===== src/rtl/cfgwr_pkg.sv =====
package cfgwr_pkg;

  // Per-cycle intent from the control FSM to the pin datapath (active-high).
  typedef struct packed {
    logic load;     // capture select and value this edge
    logic ce;       // select the device
    logic we;       // write strobe
    logic cre;      // configuration register access
    logic adv;      // address valid
    logic clkHi;    // memory clock high
    logic drvAddr;  // drive the captured address
    logic busy;
    logic done;
    logic err;
  } strobe_t;

  typedef enum logic [2:0] {
    ST_IDLE,
    ST_WAIT,
    ST_ASYNC,
    ST_SCLKLO,
    ST_SCLKHI,
    ST_SHOLD,
    ST_DONE
  } state_t;

endpackage


===== src/rtl/cfgwr_ctrl.sv =====
module cfgwr_ctrl
  import cfgwr_pkg::*;
#(
  parameter int ASYNC_CYCLES = 3
) (
  input  logic    clk,
  input  logic    rstN,
  input  logic    startCmd,
  input  logic    isNop,
  input  logic    syncMode,
  input  logic    selInvalid,
  input  logic    devSelected,
  output strobe_t strobe
);

  localparam int CNT_W = (ASYNC_CYCLES > 2) ? $clog2(ASYNC_CYCLES) : 1;
  localparam logic [CNT_W-1:0] CNT_LAST = CNT_W'(ASYNC_CYCLES - 1);

  state_t           state, nextState;
  logic [CNT_W-1:0] cnt, cntNext;
  logic             nopQ, syncQ;
  logic             effNop, load, errNext, active, firstAsync;

  always_comb begin
    nextState = state;
    cntNext   = cnt;
    load      = 1'b0;
    errNext   = 1'b0;
    effNop    = nopQ;
    unique case (state)
      ST_IDLE: begin
        effNop = isNop;
        if (startCmd) begin
          if (!isNop && selInvalid) begin
            nextState = ST_DONE;
            errNext   = 1'b1;
          end else begin
            load    = 1'b1;
            cntNext = '0;
            if (!isNop && devSelected) nextState = ST_WAIT;
            else nextState = syncMode ? ST_SCLKLO : ST_ASYNC;
          end
        end
      end
      ST_WAIT: begin
        if (!devSelected) begin
          nextState = syncQ ? ST_SCLKLO : ST_ASYNC;
          cntNext   = '0;
        end
      end
      ST_ASYNC: begin
        if (cnt == CNT_LAST) nextState = ST_DONE;
        else cntNext = cnt + 1'b1;
      end
      ST_SCLKLO: nextState = ST_SCLKHI;
      ST_SCLKHI: nextState = ST_SHOLD;
      ST_SHOLD:  nextState = ST_DONE;
      ST_DONE:   nextState = ST_IDLE;
      default:   nextState = ST_IDLE;
    endcase
  end

  // Strobes describe the state being entered; the datapath registers them.
  always_comb begin
    active     = (nextState == ST_ASYNC) || (nextState == ST_SCLKLO) ||
                 (nextState == ST_SCLKHI) || (nextState == ST_SHOLD);
    firstAsync = (nextState == ST_ASYNC) && (cntNext == '0);
    strobe.load    = load;
    strobe.ce      = active;
    strobe.we      = active && !effNop;
    strobe.cre     = active && !effNop;
    strobe.adv     = !effNop && (firstAsync || (active && nextState != ST_ASYNC));
    strobe.clkHi   = (nextState == ST_SCLKHI);
    strobe.drvAddr = active && !effNop;
    strobe.busy    = active || (nextState == ST_WAIT);
    strobe.done    = (nextState == ST_DONE);
    strobe.err     = errNext;
  end

  always_ff @(posedge clk or negedge rstN) begin
    if (!rstN) begin
      state <= ST_IDLE;
      cnt   <= '0;
      nopQ  <= 1'b0;
      syncQ <= 1'b0;
    end else begin
      state <= nextState;
      cnt   <= cntNext;
      if (load) begin
        nopQ  <= isNop;
        syncQ <= syncMode;
      end
    end
  end

endmodule


===== src/rtl/cfgwr_datapath.sv =====
module cfgwr_datapath
  import cfgwr_pkg::*;
#(
  parameter int ADDR_W = 20,
  localparam int VAL_W = ADDR_W - 2
) (
  input  logic              clk,
  input  logic              rstN,
  input  strobe_t           strobe,
  input  logic [1:0]        regSel,
  input  logic [VAL_W-1:0]  regValue,
  output logic              memCeN,
  output logic              memWeN,
  output logic              memOeN,
  output logic              memAdvN,
  output logic              memCre,
  output logic              memClk,
  output logic [ADDR_W-1:0] memAddr,
  output logic              busy,
  output logic              done,
  output logic              selErr
);

  logic [ADDR_W-1:0] cmdAddr;
  logic [ADDR_W-1:0] newAddr;

  // Register code rides on the two top address bits, value below it.
  assign newAddr = {regSel, regValue};
  // Reads are never issued by this block.
  assign memOeN  = 1'b1;

  always_ff @(posedge clk or negedge rstN) begin
    if (!rstN) begin
      cmdAddr <= '0;
      memCeN  <= 1'b1;
      memWeN  <= 1'b1;
      memAdvN <= 1'b1;
      memCre  <= 1'b0;
      memClk  <= 1'b0;
      memAddr <= '0;
      busy    <= 1'b0;
      done    <= 1'b0;
      selErr  <= 1'b0;
    end else begin
      if (strobe.load) cmdAddr <= newAddr;
      memCeN  <= !strobe.ce;
      memWeN  <= !strobe.we;
      memAdvN <= !strobe.adv;
      memCre  <= strobe.cre;
      memClk  <= strobe.clkHi;
      memAddr <= strobe.drvAddr ? (strobe.load ? newAddr : cmdAddr) : '0;
      busy    <= strobe.busy;
      done    <= strobe.done;
      selErr  <= strobe.err;
    end
  end

endmodule


===== src/rtl/cfgwr_seq.sv =====
module cfgwr_seq
  import cfgwr_pkg::*;
#(
  parameter int ADDR_W       = 20,
  parameter int ASYNC_CYCLES = 3,
  localparam int VAL_W       = ADDR_W - 2
) (
  input  logic              clk,
  input  logic              rstN,
  input  logic              startCmd,
  input  logic              isNop,
  input  logic              syncMode,
  input  logic [1:0]        regSel,
  input  logic [VAL_W-1:0]  regValue,
  input  logic              devSelected,
  output logic              memCeN,
  output logic              memWeN,
  output logic              memOeN,
  output logic              memAdvN,
  output logic              memCre,
  output logic              memClk,
  output logic [ADDR_W-1:0] memAddr,
  output logic              busy,
  output logic              done,
  output logic              selErr
);

  if (ASYNC_CYCLES < 2) begin : g_badLen
    $error("ASYNC_CYCLES must be at least 2");
  end

  strobe_t strobe;
  logic    selInvalid;

  // Valid codes are 00 and 10; the odd codes name no register.
  assign selInvalid = regSel[0];

  cfgwr_ctrl #(.ASYNC_CYCLES(ASYNC_CYCLES)) ctrl_i (
    .clk        (clk),
    .rstN       (rstN),
    .startCmd   (startCmd),
    .isNop      (isNop),
    .syncMode   (syncMode),
    .selInvalid (selInvalid),
    .devSelected(devSelected),
    .strobe     (strobe)
  );

  cfgwr_datapath #(.ADDR_W(ADDR_W)) dp_i (
    .clk     (clk),
    .rstN    (rstN),
    .strobe  (strobe),
    .regSel  (regSel),
    .regValue(regValue),
    .memCeN  (memCeN),
    .memWeN  (memWeN),
    .memOeN  (memOeN),
    .memAdvN (memAdvN),
    .memCre  (memCre),
    .memClk  (memClk),
    .memAddr (memAddr),
    .busy    (busy),
    .done    (done),
    .selErr  (selErr)
  );

endmodule


===== config.mk =====
export PLATFORM = sky130hd
export DESIGN_NAME = cfgwr_seq
export DESIGN_NICKNAME = d
export VERILOG_FILES = /design/src/rtl/cfgwr_pkg.sv /design/src/rtl/cfgwr_ctrl.sv /design/src/rtl/cfgwr_datapath.sv /design/src/rtl/cfgwr_seq.sv
export SDC_FILE = /design/constraint.sdc
export NUM_CORES = 1
export LEC_CHECK = 0
export BUFFER_PORTS_ARGS = -buffer_cell sky130_fd_sc_hd__buf_2
export CAP_MARGIN = 15
export CORE_ASPECT_RATIO = 0.6
export CORE_UTILIZATION = 54
export CTS_BUF_LIST = sky130_fd_sc_hd__clkbuf_8
export CTS_CLUSTER_SIZE = 28
export DETAILED_ROUTE_END_ITERATION = 16
export PLACE_DENSITY = 0.81
export SLEW_MARGIN = 20
export SYNTH_ARGS = -nofsm -noshare
export SYNTH_HDL_FRONTEND = slang
export SYNTH_SLANG_ARGS = --single-unit

===== constraint.sdc =====
create_clock -name clk -period 2.1 [get_ports clk]
set_input_delay 0.42 -clock clk [delete_from_list [all_inputs] [get_ports clk]]
set_output_delay 0.42 -clock clk [all_outputs]
set_load 0.02 [all_outputs]

# --- Word level (Yosys, flattened, before mapping) ---
# Cells that the tools add are included.
word_totals:
  memories: 0
  regBits: 55
  ram_bits: 0
  output_inout_bits: 29
  elab_cells: 68
  in_bits: 26
  latchBits: 0
  romBits: 0
classes:
  muxes: 22
  add_sub_neg: 1
  multipliers: 0
  bitwise_logic: 0
  eq_ne: 13
  reduce_logical: 18
  n_lt_le_gt_ge: 0
  shift: 0
  div_mod_pow: 0
ops:
  columns: ["op", "count"]
  rows:
  - ["2-to-1 mux 20 bit", 2]
  - ["one-hot mux 3 bit (6 select lines)", 1]
  - ["== test 3 bit, second input constant", 5]
  - ["2-to-1 mux 3 bit", 5]
  - ["== test 3 x 2 -> 1 bit, second input constant", 4]
  - ["2-to-1 mux 1 bit", 9]
  - ["2-to-1 mux 2 bit", 4]
  - ["== test 3 x 1 -> 1 bit, second input constant", 2]
  - ["logical AND 1 bit", 6]
  - ["one-hot mux 2 bit (3 select lines)", 1]
  - ["zero test 1 bit", 5]
  - ["logical OR 1 bit", 5]
  - ["zero test 3 bit", 1]
  - ["!= test 3 x 2 -> 1 bit, second input constant", 1]
  - ["adder 2 x 1 -> 2 bit, second input constant", 1]
  - ["== test 2 bit, second input constant", 1]
  - ["zero test 2 bit", 1]

# --- Logic depth before layout (Yosys ltp) ---
# Gate-level depths: netlist of the first run.
logic_depth:
  depth_word: 14
  depth_mapped: 8
  depth_no_buf: 7

# --- Modules after synthesis ---
# A second synthesis of the first run with hierarchy kept.
hier_totals:
  hier_cells: 173
  hier_area_um2: 2372.3
by_module_without_submodules:
  columns: ["mod", "area_per_inst_um2", "cells_each", "instances"]
  rows:
  - ["cfgwr_datapath", 1687.9, 97, 1]
  - ["cfgwr_ctrl", 684.4, 76, 1]

# --- Worst setup path after synthesis of the first run ---
# Ideal clock, no wire load.
synth_path:
  path_kind: "input-to-reg"
  startpoint: "in isNop"
  endpoint: "reg dp_i.memAdvN"
  n_path_buf: 1
  stages: 6
  setup_time_ps: 77
  path_slack_ps: 367
  t_required_ps: 2023
  t_arrival_ps: 1656
  cell_sequence: "or3b_1 -> a221oi_2 -> or2_2 -> o211ai_4 -> buf_6 -> a21o_1"
synth_via:
  elab_chain_cells: 14
synth_rtl:
  columns: ["item", "line", "text"]
  rows:
  - ["start, declared", "cfgwr_seq.sv:11", "input logic isNop,"]
  - ["zero test 1 bit", "cfgwr_ctrl.sv:34, cfgwr_ctrl.sv:40", null]
  - ["logical AND 1 bit", "cfgwr_ctrl.sv:40", "if (!isNop && devSelected) nextState = ST_WAIT;"]
  - ["2-to-1 mux 3 bit", "cfgwr_ctrl.sv:40", null]
  - ["2-to-1 mux 3 bit", "cfgwr_ctrl.sv:34", "if (!isNop && selInvalid) begin"]
  - ["2-to-1 mux 3 bit", "cfgwr_ctrl.sv:33", "if (startCmd) begin"]
  - ["one-hot mux 3 bit (6 select lines)", "cfgwr_ctrl.sv:30", "unique case (state)"]
  - ["== test 3 x 2 -> 1 bit, on equally long branches", "cfgwr_ctrl.sv:65, cfgwr_ctrl.sv:67", null]
  - ["logical OR 1 bit (2 in a row)", "cfgwr_ctrl.sv:65", "active = (nextState == ST_ASYNC) || (nextState == ST_SCLKLO) ||"]
  - ["logical OR 1 bit", "cfgwr_ctrl.sv:66", "(nextState == ST_SCLKHI) || (nextState == ST_SHOLD);"]
  - ["logical AND 1 bit", "cfgwr_ctrl.sv:72", "strobe.adv = !effNop && (firstAsync || (active && nextState != ST_ASYNC));"]
  - ["logical OR 1 bit", "cfgwr_ctrl.sv:72", null]
  - ["logical AND 1 bit *", "cfgwr_ctrl.sv:72", null]
  - ["zero test 1 bit *", "cfgwr_datapath.sv:48", "memAdvN <= !strobe.adv;"]
  - ["end signal, assigned", "cfgwr_datapath.sv:48", null]
  - ["end, declared", "cfgwr_datapath.sv:15", "output logic memAdvN,"]
# Every way passes the cells marked *; elsewhere a longest branch is shown, timed or not.
# A chain may end at the register's enable or synchronous reset.

# --- Worst setup path after layout of the first run ---
layout_path:
  startpoint: "reg ctrl_i.state[0]"
  endpoint: "reg dp_i.memAdvN"
layout_via:
  elab_chain_cells: 10
layout_rtl:
  columns: ["item", "line", "text"]
  rows:
  - ["start, declared", "cfgwr_ctrl.sv:19", "state_t state, nextState;"]
  - ["start signal, assigned", "cfgwr_ctrl.sv:87", "state <= nextState;"]
  - ["== test 3 bit, or another cell as far along", "cfgwr_ctrl.sv:30", null]
  - ["one-hot mux 3 bit (6 select lines)", "cfgwr_ctrl.sv:30", null]
  - ["== test 3 x 2 -> 1 bit, on equally long branches", "cfgwr_ctrl.sv:65, cfgwr_ctrl.sv:67", null]
  - ["logical OR 1 bit (2 in a row)", "cfgwr_ctrl.sv:65", null]
  - ["logical OR 1 bit", "cfgwr_ctrl.sv:66", null]
  - ["logical AND 1 bit", "cfgwr_ctrl.sv:72", null]
  - ["logical OR 1 bit", "cfgwr_ctrl.sv:72", null]
  - ["logical AND 1 bit *", "cfgwr_ctrl.sv:72", null]
  - ["zero test 1 bit *", "cfgwr_datapath.sv:48", null]
# Marks and branches as above.

==> impl_summary.md, run 1 <==
Critical path
STA classifies the critical path endpoint as a register. In this run the critical register-to-register path is captured at dp_i.memAdvN. In this run the critical register-to-register path is launched from ctrl_i.state[0]. Data arrives at the worst endpoint at 2.19 ns.

The worst setup path is of the reg2reg kind. For the worst flop-to-flop path, the logic depth is 5. The worst-path maximum fanout is 11.

The startpoint class of the critical path is a register. For the worst setup path, the data required time is around 2.3 ns. The register-to-register setup slack is approximately 0.15 ns.

Global route
The number of global-route vias before repair is roughly 1400. The largest net degree at the start of global routing is 24. The final global-route overflow total is 0.

The first global-routing pass estimated approximately 6.3 mm of wire. The number of antenna violations at the first check in global routing is 0. The total global-route track usage is 0.196.

Place
After legalization and detailed placement, the total HPWL measured 2.80 mm. During placement, the flow inserted port buffers numbering between 50 and 60. The placed instance area is ~2500 um^2. The weighted congestion reported at the end of routability-driven placement is ~0.86. The post-placement worst setup slack is -0.122 ns.

Layout
The antenna diode instance count is 0. The library cell used most frequently in the layout, excluding fill and tap cells, is buf_2. At the end of the flow, the number of nets in the layout was 251.

The top cell types in the final layout, fill and taps aside, are buf_2, dfrtp_1, nor2b_1. The relative area change from synthesis to final layout is 22.1%. The area of all placed cells without fillers is 2650 um^2. The share of final-layout standard cells stronger than drive strength 1 is 0.446.

Clock network
The CTS tree is done. CTS built an H-tree with a depth of 2. The clock net in this run drives a total of 55 sinks. The cell sitting at the root of the clock tree is a clkbuf_8.

At the later pin of the worst-skew pair, clock insertion delay measures 0.30 ns. The clock buffer count from CTS is 5. The number of buffers inserted by post-CTS setup repair is 0. The clock-pin transition on the worst setup and hold timing paths is ~0.090 ns. The total of cells resized after clock tree synthesis is 0. Buffers inserted to repair hold after CTS numbered 0. The largest buffer count on any clock path is 2.

Synthesis
The cell accounting for the most synthesized area is dfrtp_1. For this run, the number of Yosys warnings is 0. The complex-gate fraction of the synthesized area is 0.0651. Yosys attributes the largest share of cell area to dfrtp_1, mux2_2, nor2b_1, dfstp_2, o21ai_0. The share of the Yosys chip area taken by registers is 0.635. The number of flops mapped to enable cells by yosys is 0.

The number of nets handed over by synthesis was approximately 190. Of the total synthesized cell area, the portion taken by AND, OR, NAND and NOR gates is 0.141. The share of synthesized area in the top cell type comes to 0.599. The area share of fa/ha/maj cells after synthesis is 0.0115.

Each instance of the synthesized netlist takes up on average around 13 um^2. By area, the combinational part of the netlist is dominated by simple AND/OR/NAND/NOR gates. The synthesized design contains 55 register bits. The share of the synthesized netlist area taken by xor and xnor gates is 0. The count of cell types in the netlist is 34.

The primary flip-flop cell chosen by synthesis mapping is dfrtp_1. The number of cells produced by synthesis is between 150 and 200. Of all flip-flops after synthesis, the portion carrying an async set or reset was 1.00. In this run the cell area of the synthesized design comes to approximately 2200 um^2. Measured against the total synthesized area, the mux share comes to 0.108.

Power and ir drop
The maximum vdd drop is ~840 uV. The leakage power is 1.32 nW. For this design the ratio of total power to cell area is between 1500 and 2000 nW/um^2.

Route
The number of violations reported at the end of detailed-routing iteration 0 is between 70 and 80. The count of TritonRoute iterations in the first routing pass is 11. Dividing the detail-routed wire length by the instance count gives around 15 um.

The total length of routed wires is approximately 4 mm. The detail route stage leaves a number of antenna-violating nets equal to 0. Dividing the detail-routed via count by the number of cells gives a little over 5. After detailed routing, the number of remaining DRC violations is 6.

The via count of the routed design is 1383.

Run status
The flow ran to the end, but the final reports show violations. The final reports fail on DRC.

Die
The floorplan has 17 rows. The die area is ~4300 um^2. The height of the die is around 51 um. The initial utilization of the core area, before any placement, comes to 0.577. The I/O pin total is 55. The core region is approximately 3800 um^2.

The die extent in x is roughly 84 um.

Job
The tool flagged a number of max-cap violations equal to 0.

Timing
Clock skew on the completed layout was measured at between 0.007 and 0.008 ns. Setup violations remaining at the end of the flow were counted as 0. The fraction of the cycle the final worst path needs is 0.929.

The final count of pins violating max slew is 0. Measured against its own limit, the worst slew margin works out to 0.548. The final hold violation count is 0.

The clock period could shrink to about 2 ns. The maximum clock frequency is a little over 0.5 GHz. Setup repair after global routing left no endpoint under its margin. The worst setup margin is around 0.15 ns. The actual transition at the worst max-transition pin is ~0.67 ns. The total negative setup slack is 0 ns.

Worst hold path
In this run the worst hold path is classified as in2async.
critical path, stage by stage, from the launching register on:
cell      delay, ns
dfrtp_1        0.45
buf_4          0.19
nor3_1         0.35
mux2i_2        0.44
o211ai_4       0.24
a21o_1         0.22
state kept, by name, summed over array words and instances (netlist names), 2 cells and up:
register	count
ctrl_i.cnt	2
dp_i.memAddr	20
dp_i.cmdAddr	20
ctrl_i.state	3
report_power, final:
part / switching, mW / total, mW / internal (mW)
Combinational: 0.940 / 1.63 / 0.688
Clock: 0.317 / 0.788 / 0.471
Sequential: 0.174 / 1.65 / 1.48
Total: 1.43 / 4.07 / 2.64
how the worst max path moves through the flow:
stage                    start          endpoint  slack (ns)  cells past startpoint
3_3_place_gp             isNop   dp_i.memAddr[3]      -0.007                      6
6_report       ctrl_i.state[0]      dp_i.memAdvN        0.15                      5
5_1_grt        ctrl_i.state[0]      dp_i.memAdvN        0.02                      5
2_1_floorplan            isNop      dp_i.memAdvN        0.37                      6
3_5_place_dp             isNop  dp_i.memAddr[16]       -0.12                      6
4_1_cts        ctrl_i.state[2]  dp_i.memAddr[16]        0.06                      5
per-layer routing:
metal | global-route usage | part of all wire | vias up
li1 | - | - | 661
met1 | 0.276 | 0.49 | 671
met2 | 0.291 | 0.44 | 44
met3 | 0.0630 | 0.059 | 7
met4 | 0.0690 | 0.010 | 0
met5 | 0 | 0 | -
final cells by class:
type                    instances  area, um^2
flip-flops and latches         55        1380
repair buffers                 60         318
inverters                       7        26.3
clock inverters                 3        63.8
multi-input cells              94         736
well taps                      47        58.8
fillers                       276        1110
clock buffers                   5        68.8
per-stage QoR:
step	hold WS (ns)	std cells	power [mW]	utilization
floorplan	0.124	163	2.84	-
global placement	0.351	262	3.15	0.662
detailed placement	0.351	262	3.21	0.662
CTS	0.0220	270	4.00	0.698
global route	0.0286	271	4.33	0.704
finish	0.0152	271	4.07	0.704
Yosys cell counts, types with 2 or more instances:
cell / count
nor2b_1: 21
nor2_1: 8
buf_2: 5
mux2_2: 20
a211oi_1: 2
dfstp_2: 3
inv_1: 6
nor3_1: 4
ha_1: 2
o21ai_0: 7
dfrtp_1: 52
nand2b_1: 2
buf_6: 2
nand2_1: 9
kinds of logic after synthesis:
group,after synthesis
muxes,21
other,1
and+or+nand+nor,51
DFF,55
buffers and inverters,15
adders and majority gates,2
AOI/OAI and AO/OA,18
Note: power is estimated with default switching activity, not from simulation.
==> run 2, diff against run 1 <==
GPL_TIMING_DRIVEN = 0   (was not set)
==> impl_summary.md, run 2 (synthesis gave the netlist of run 1 again) <==
Layout
The fill cell instance count of the final layout is 281 (+1.8%). In the final layout, the registers with the most flip-flops are dp_i.cmdAddr: 20 flops, dp_i.memAddr: 20 flops, ctrl_i.state: 3 flops. The share of final-layout standard cells stronger than drive strength 1 is 0.442 (-0.00446). Leaving out fill and tap cells, the most frequent cells in the layout are buf_2, dfrtp_1, nor2b_1. The antenna diode instance count is 0 (unchanged). The relative area change from synthesis to final layout is 19.0%. The area of all placed cells without fillers is 2580 um^2 (-2.5%).

The sequential cell area in the final layout is 1380 um^2 (unchanged). The layout net count was 251 (unchanged). The multi-input logic area is 711 um^2 (-3.4%). The non-filler instance count after layout was 271 (unchanged). Leaving out fill and tap cells, the most frequent cell in the layout is buf_2.

Power and ir drop
The leakage power came to 1.29 nW (-2.0%). The power density over the cells is 1470 nW/um^2 (-4.5%). The maximum vdd drop was 733 uV (-13%).

Critical path
The critical path buffer and inverter count is 2 (+1). The critical path goes through buf_2 -> nor4b_4 -> a221oi_2 -> or2_2 -> o211ai_4 -> buf_6 -> nor2b_1. The worst path arrival time is 2.10 ns (-0.09 ns). The largest individual stage delay along the critical path comes from the cell nor4b_4. On the critical path the largest part of the delay comes from simple AND/OR/NAND/NOR gates. The delay of the slowest critical-path stage came to 0.39 ns (-0.06 ns). The required time of the critical path was 2.30 ns (-0.04 ns). The worst-path maximum fanout was 10 (-1). The endpoint class of the critical path is a register. The critical path class is reg2reg. The worst setup path is launched from a register.

Timing
The total negative setup slack is 0 ns (unchanged). The final hold violation count is 0 (unchanged). The maximum clock frequency is 0.524 GHz (+2.3%).

The fraction of the cycle the final worst path needs was 0.908 (-0.0205). The headroom to the max-slew limit came to 0.564 (+0.0160). The worst slack on hold paths is 0.138 ns (+0.123 ns). The final count of pins violating max slew is 0 (unchanged). Setup repair after global routing left no endpoint under its margin. The number of failing setup endpoints in the final timing report was 0 (unchanged). The final critical path time including I/O delays and setup is 1.91 ns (-0.0431 ns).

The post-route clock skew is 0.00736 ns (-0.000424 ns). The actual transition at the worst max-transition pin is 0.654 ns (-0.0199 ns).

Die
The area of the placeable core is 3760 um^2 (unchanged). The starting utilization of the core area was 0.577 (unchanged). The height of the die came to 51.1 um (unchanged). The I/O pin total is 55 (unchanged). The die area is 4290 um^2 (unchanged). The standard-cell row count is 17 (unchanged). The die extent in x is 83.9 um (unchanged).

Clock network
The total of cells resized after clock tree synthesis is 0 (unchanged). TritonCTS built the clock tree. The worst-skew pair later-pin latency is 0.30 ns (about the same). The number of buffers added to fix hold violations after cts was 0 (unchanged). The clock-pin transition on the worst setup and hold timing paths is 0.09 ns (about the same). The sink count of the clock tree is 55 (unchanged). In this run the clock root is driven by a clkbuf_8. The largest buffer count on any clock path is 2 (unchanged). The number of H-tree levels is 2 (unchanged). The number of buffers inserted by post-CTS setup repair is 0 (unchanged). The clock buffer count from CTS came to 5 (unchanged).

Global route
The number of global-route vias before repair is 1275 (-6.8%). The largest net degree at the start of global routing is 56 (+130%). The total global-route track usage came to 0.189 (-0.00690). The final global-route overflow total is 0 (unchanged). The number of antenna violations at the first check in global routing is 0 (unchanged). The global-route wire length before repair was 5.93 mm (-5.4%).

Job
The reported max-cap violation count was 0 (unchanged).

Route
The via count of the routed design came to 1357 (-1.9%). The number of violations reported at the end of detailed-routing iteration 0 is 66 (-13%). The count of TritonRoute iterations in the first routing pass is 10 (-1). The count of nets left with antenna violations after detail routing is 0 (unchanged). The total length of routed wires came to 3.70 mm (-6.3%). The detailed-route vias per instance is 5.01 (-1.9%). The count of unresolved DRC violations after routing is 6 (unchanged). The routed length per instance is 13.7 um (-6.3%).

Place
The placed wire-length estimate after detailed placement came to 2.62 mm (-6.7%). The placed instance area is 2500 um^2 (+0.20%). The count of buffers inserted at the top-level ports is 53 (unchanged). The instance count after placement with tap cells included is 263 (+0.38%).

The weighted congestion reported at the end of routability-driven placement is 0.783 (-8.9%).

Run status
The checks that failed: DRC. The run finished, with violations left.

Worst hold path
The worst min-delay path class is in2async.
run 2: cell types whose count changed in the layout (fill, tap and decap cells not counted):
cell / previous run / this run
buf_4: 7 / 2
buf_2: 53 / 57
buf_6: 0 / 2
bufinv_16: 2 / 0
clkinv_2: 0 / 1
clkinvlp_4: 0 / 1
mux2i_1: 0 / 1
mux2i_2: 1 / 0
o211ai_4: 2 / 1
run 2: final timing paths:
path,from,endpoint,slack (ns),cells past startpoint
worst min-delay path,rstN,dp_i.done,0.14,1
worst max register to register,ctrl_i.state[0],dp_i.memAddr[14],0.19,7
max in group asynchronous,rstN,ctrl_i.cnt[1],1.52,1
min in group clk,regValue[10],dp_i.cmdAddr[10],0.36,2
worst max-delay path,ctrl_i.state[0],dp_i.memAddr[14],0.19,7
worst min register to register,dp_i.cmdAddr[18],dp_i.cmdAddr[18],0.50,2
run 2: power breakdown:
| part | switching (mW) | internal, mW |
|---|---|---|
| registers | 0.105 | 1.48 |
| logic | 0.949 | 0.706 |
| clock network | 0.322 | 0.229 |
| total | 1.38 | 2.41 |
run 2: layer usage:
metal	wire length [um]	track usage	vias to the layer above
li1	-	-	659
met1	1840	0.257	650
met2	1620	0.291	43
met3	206	0.0549	5
met4	31	0.0776	0
met5	0	0	-
run 2: cell type report:
cell class,count,area share
Sequential cell,55,0.534
Inverter,7,0.0102
Multi-Input combinational cell,93,0.275
Clock buffer,5,0.0266
Clock inverter,3,0.00630
Buffer,8,0.0213
Tap cell,47,0.0228
Timing Repair Buffer,53,0.104
run 2: through the flow:
step	setup WS, ns	utilization	power (mW)
2_1_floorplan	0.367	-	2.84
3_3_place_gp	0.0841	0.663	3.20
3_5_place_dp	0.0677	0.664	3.26
4_1_cts	0.186	0.686	3.82
5_1_grt	0.0611	0.686	4.04
6_report	0.193	0.686	3.79
